==> src/rtl/clkdiv_pkg.sv <==
package clkdiv_pkg;
    typedef enum logic [1:0] {
        ST_GATED = 2'd0,
        ST_HIGH  = 2'd1,
        ST_LOW   = 2'd2
    } div_state_t;
endpackage

==> src/rtl/clkdiv_shadow.sv <==
module clkdiv_shadow #(
    parameter int DIV_W = 8
) (
    input  logic             clk_i,
    input  logic             rst_i,
    input  logic             load_i,
    input  logic [DIV_W-1:0] div_in_i,
    input  logic [DIV_W-1:0] hi_in_i,
    output logic [DIV_W-1:0] sh_div_o,
    output logic [DIV_W-1:0] sh_hi_o
);
    logic [DIV_W-1:0] hi_clamped;

    always_comb begin
        if (hi_in_i > div_in_i) hi_clamped = div_in_i;
        else                    hi_clamped = hi_in_i;
    end

    always_ff @(posedge clk_i) begin
        if (rst_i) begin
            sh_div_o <= '0;
            sh_hi_o  <= '0;
        end else if (load_i) begin
            sh_div_o <= div_in_i;
            sh_hi_o  <= hi_clamped;
        end
    end


    hi_clamp_chk: assert property (@(posedge clk_i) disable iff (rst_i)
        sh_hi_o <= sh_div_o);


    shadow_hold_chk: assert property (@(posedge clk_i) disable iff (rst_i)
        !load_i |=> ($stable(sh_div_o) && $stable(sh_hi_o)));
endmodule

==> src/rtl/clkdiv_counter.sv <==
module clkdiv_counter #(
    parameter int DIV_W = 8
) (
    input  logic             clk_i,
    input  logic             rst_i,
    input  logic             clear_i,
    input  logic             run_i,
    output logic [DIV_W-1:0] cnt_o
);
    localparam logic [DIV_W-1:0] CNT_MAX = {DIV_W{1'b1}};

    always_ff @(posedge clk_i) begin
        if (rst_i)        cnt_o <= '0;
        else if (clear_i) cnt_o <= '0;
        else if (run_i)   cnt_o <= cnt_o + 1'b1;
    end


    cnt_no_wrap_chk: assert property (@(posedge clk_i) disable iff (rst_i)
        (run_i && !clear_i) |-> (cnt_o != CNT_MAX));
endmodule

==> src/rtl/clkdiv_fsm.sv <==
module clkdiv_fsm
    import clkdiv_pkg::*;
#(
    parameter int DIV_W = 8
) (
    input  logic             clk_i,
    input  logic             rst_i,
    input  logic [DIV_W-1:0] div_in_i,
    input  logic [DIV_W-1:0] cnt_i,
    input  logic [DIV_W-1:0] sh_div_i,
    input  logic [DIV_W-1:0] sh_hi_i,
    output logic             load_o,
    output logic             run_o,
    output logic             clk_o,
    output logic             enabled_o
);
    div_state_t state_q, state_d;
    logic       at_end;
    logic       at_hi;
    logic       go;

    always_comb begin
        at_end = (state_q != ST_GATED) && (cnt_i == sh_div_i);
        at_hi  = (cnt_i == sh_hi_i);
        go     = (div_in_i != '0);
        load_o = (state_q == ST_GATED) || at_end;
        run_o  = (state_q != ST_GATED) && !at_end;
    end

    always_comb begin
        state_d = state_q;
        unique case (state_q)
            ST_GATED: state_d = go ? ST_HIGH : ST_GATED;
            ST_HIGH: begin
                if (at_end)     state_d = go ? ST_HIGH : ST_GATED;
                else if (at_hi) state_d = ST_LOW;
            end
            ST_LOW: begin
                if (at_end) state_d = go ? ST_HIGH : ST_GATED;
            end
            default: state_d = ST_GATED;
        endcase
    end

    always_ff @(posedge clk_i) begin
        if (rst_i) state_q <= ST_GATED;
        else       state_q <= state_d;
    end

    always_ff @(posedge clk_i) begin
        if (rst_i) clk_o <= 1'b0;
        else       clk_o <= (state_d == ST_HIGH);
    end

    assign enabled_o = (state_q != ST_GATED);


    start_high_chk: assert property (@(posedge clk_i) disable iff (rst_i)
        ((state_q == ST_GATED) && go) |=> clk_o);


    stay_gated_chk: assert property (@(posedge clk_i) disable iff (rst_i)
        ((state_q == ST_GATED) && !go) |=> (!clk_o && !enabled_o));
endmodule

==> src/rtl/clkdiv_duty.sv <==
module clkdiv_duty #(
    parameter int DIV_W = 8
) (
    input  logic             clk_i,
    input  logic             rst_i,
    input  logic [DIV_W-1:0] div_val_i,
    input  logic [DIV_W-1:0] high_cnt_i,
    output logic             clk_o,
    output logic             enabled_o
);
    logic [DIV_W-1:0] cnt;
    logic [DIV_W-1:0] sh_div;
    logic [DIV_W-1:0] sh_hi;
    logic             load;
    logic             run;

    clkdiv_shadow #(.DIV_W(DIV_W)) u_shadow (
        .clk_i    (clk_i),
        .rst_i    (rst_i),
        .load_i   (load),
        .div_in_i (div_val_i),
        .hi_in_i  (high_cnt_i),
        .sh_div_o (sh_div),
        .sh_hi_o  (sh_hi)
    );

    clkdiv_counter #(.DIV_W(DIV_W)) u_counter (
        .clk_i   (clk_i),
        .rst_i   (rst_i),
        .clear_i (load),
        .run_i   (run),
        .cnt_o   (cnt)
    );

    clkdiv_fsm #(.DIV_W(DIV_W)) u_fsm (
        .clk_i     (clk_i),
        .rst_i     (rst_i),
        .div_in_i  (div_val_i),
        .cnt_i     (cnt),
        .sh_div_i  (sh_div),
        .sh_hi_i   (sh_hi),
        .load_o    (load),
        .run_o     (run),
        .clk_o     (clk_o),
        .enabled_o (enabled_o)
    );


    gated_low_chk: assert property (@(posedge clk_i) disable iff (rst_i)
        !enabled_o |-> !clk_o);


    rise_at_zero_chk: assert property (@(posedge clk_i) disable iff (rst_i)
        $rose(clk_o) |-> (cnt == '0));


    no_overflow_chk: assert property (@(posedge clk_i) disable iff (rst_i)
        enabled_o |-> (cnt <= sh_div));


    enabled_nonzero_chk: assert property (@(posedge clk_i) disable iff (rst_i)
        enabled_o |-> (sh_div != '0));
endmodule

==> config.mk <==
export PLATFORM = sky130hd
export DESIGN_NAME = clkdiv_duty
export DESIGN_NICKNAME = d
export VERILOG_FILES = /design/src/rtl/clkdiv_pkg.sv /design/src/rtl/clkdiv_shadow.sv /design/src/rtl/clkdiv_counter.sv /design/src/rtl/clkdiv_fsm.sv /design/src/rtl/clkdiv_duty.sv
export SDC_FILE = /design/constraint.sdc
export NUM_CORES = 1
export LEC_CHECK = 0
export CAP_MARGIN = 20
export CORE_MARGIN = 8
export CORE_UTILIZATION = 38
export DETAILED_ROUTE_END_ITERATION = 10
export SLEW_MARGIN = 20
export SYNTH_ARGS = -nofsm -noshare
export SYNTH_HDL_FRONTEND = slang
export SYNTH_SLANG_ARGS = --single-unit
==> constraint.sdc <==
create_clock -name clk_i -period 2.2 [get_ports clk_i]
set_input_delay 0.44 -clock clk_i [delete_from_list [all_inputs] [get_ports clk_i]]
set_output_delay 0.44 -clock clk_i [all_outputs]
set_load 0.05 [all_outputs]
==> impl_metrics.ini <==
[sta]
relSlewSlack_pct = 66.9
slew_violations = 0
tightest_slew_ps = 495
final.setup.tns_ps = 0
setup_violations = 0
fmax_mhz = 466
finalHoldViolations = 0
skew_ps = 2.70
fin_crit_sh_pct = 97.6
min_period_ps = 2150

[synth]
synth_flop_cell = dfxtp_1
yosysTopAreaCellShare_pct = 33.8
synthCells = 173
synth_seq_area_share_pct = 33.8
synth_most_common_cell = dfxtp_1
syn_nets = 200
synth_top_area_cell = dfxtp_1
ys_types = 34
yosys-top-cells-count = dfxtp_1, nor2_1, xor2_1
synth_edf_count = 0
synth_area_um2 = 1600
synthArstFlopShare_pct = 0
ys_seq_elements = 27
yosysWarnings = 0
synth_area_leaders = dfxtp_1, ha_1, xor2_1
synth.avg_cell_area_um2 = 9.24

[status]
status = finished clean

[min_path]
min_path_type = flip-flop to flip-flop

[finish]
instances_no_fill = 263
post_route_cells_drive_above_1_share_pct = 26.8
final_util_pct = 52.3
area.growth.synth_to_final_pct = 31.9
fin_nets = 241
antenna_cells = 0

[floorplan]
die_x_um = 80.8
io_pins = 20
coreArea_um2 = 4030
die_h_um = 80.8
floorplan.initialDensity_pct = 39.7
die_area_um2 = 6540
rows = 23

[drt]
num_vias = 1373
drc = 0
route.detailed.wl_per_inst_um = 14.7
drtPass1Iterations = 4
routed_wl_um = 3860
viasPerCell = 5.22
drtIter0Drc = 48
ant_nets = 0

[clock_tree]
cts_buffer_depth = 2
hold_buffers = 0
clk_pin_slew_ps = 90
clk-insertion-delay-late_ps = 270
numCtsBuffers = 3
h-tree-depth = 1
root_buffer = clkbuf_8
numClockSinks = 27
cts_tree = done

[setup_path]
cp_num_buf_inv = 3
critical_path_arrival_ps = 2310
slowest_delay_ps = 470
cp_top_family = buffers and inverters
cp_data_required_time_ps = 2370
crit_path_end_kind = flip-flop
setup.worst_path.class = input port to flip-flop
worstPathMaxFanout = 4
critPathLaunchType = input port
crit_chain = clkdlybuf4s50_1 -> inv_1 -> ha_1 -> nand4_1 -> nor2_1 -> a211o_2 -> buf_4 -> and3_1 -> o31a_1
timing.critical_path.slowest_stage_cell = clkdlybuf4s50_1

[power]
vdd_drop_max_mv = 0.434
leakagePower_nw = 0.966
p_per_area_nw_per_um2 = 971

[grt]
track_usage_pct = 11.6
antenna_found_initial = 0
grt_max_degree = 17
grt_pass1_vias = 1424
grt_pass1_wl_um = 6050
grt_overflow_total = 0

[place]
dp_cells = 253
gp_congestion = 0.811
port-buffer-count = 19
place_hpwl_um = 2930

[flow_run]
drv_cap = 0
[sequential cells by signal, summed over array words and instances, names as in the netlist]
name	cells
u_counter.cnt_o	8
u_fsm.clk_o	1
u_fsm.state_q	2
u_shadow.sh_div_o	8
u_shadow.sh_hi_o	8
[power breakdown]
group / internal, mW / switching (mW) / leakage, nW
clock network: 0.127 / 0.154 / 0.0255
logic: 0.481 / 0.543 / 0.718
registers: 0.636 / 0.106 / 0.222
total: 1.24 / 0.803 / 0.966
[cell type report]
cell class                 count  area (um2)
multi-input combinational    128        1020
timing repair buffer          45         408
clock buffer                   3        41.3
tap                           50        62.6
inverter                       9        33.8
sequential                    27         541
clock inverter                 1        5.00
fill                         388        1920
[per-layer routing]
metal  wire (um)  global-route usage, %  vias up
met1        1650                   13.0      646
met5           0                      0        -
met3         120                   1.77        4
met2        2060                   21.7       30
met4          27                   3.93        0
li1            -                      -      693
[cells in the final DEF (no fill, tap or decap), types with 6 or more instances in the layout]
master and count:
buf_4 25, inv_2 6, dfxtp_1 27, dlymetal6s2s_1 9
xor2_1 11, xnor2_1 10, a21oi_1 10, nor3_1 10
o21ba_2 8, mux2i_1 8, o31a_1 8, and3_1 9
clkdlybuf4s50_1 7, nor2_1 13
[logic make-up after synthesis]
| logic type | synth area share (%) |
|---|---|
| adder cells (fa/ha/maj) | 7.05 |
| AND/OR/NAND/NOR | 17.5 |
| buffers and inverters | 6.26 |
| flip-flops | 33.8 |
| multiplexers | 5.72 |
| XOR/XNOR | 12.5 |
| AO/OA/AOI/OAI | 17.1 |
[final timing paths]
path | from | to | slack [ps] | cells after the start
worst max-delay path | high_cnt_i[0] | u_shadow.sh_hi_o[1]$_SDFFE_PP0N_ | 50 | 9
worst min-delay path | u_shadow.sh_div_o[0]$_SDFFE_PP0N_ | u_shadow.sh_div_o[0]$_SDFFE_PP0N_ | 530 | 2
worst max register to register | u_counter.cnt_o[4]$_SDFFE_PP0P_ | u_shadow.sh_div_o[1]$_SDFFE_PP0N_ | 340 | 6
worst min register to register | u_shadow.sh_div_o[0]$_SDFFE_PP0N_ | u_shadow.sh_div_o[0]$_SDFFE_PP0N_ | 530 | 2
[worst min-delay path: stages, from the launching register on]
cell and delay, ps:
dfxtp_1 360, mux2i_1 70, nor2_1 70
[metrics by stage]
step                instance area (um2)  setup slack (ps)  hold WS (ps)  power [mW]
detailed placement                 1930              -417           508        1.76
floorplan                          1600               263           482        1.50
CTS                                2070              2.11           533        2.05
finish                             2110              53.5           534        2.05
global placement                   1930              -387           501        1.72
global route                       2110            -0.268           563        2.18
[repair_timing]
action | CTS | global route
setup buffers | 6 | 0
setup endpoints to repair | 8 | 8
pin swaps | 5 | 6
resized for setup | 14 | 13
(Power assumes the default switching activity.)
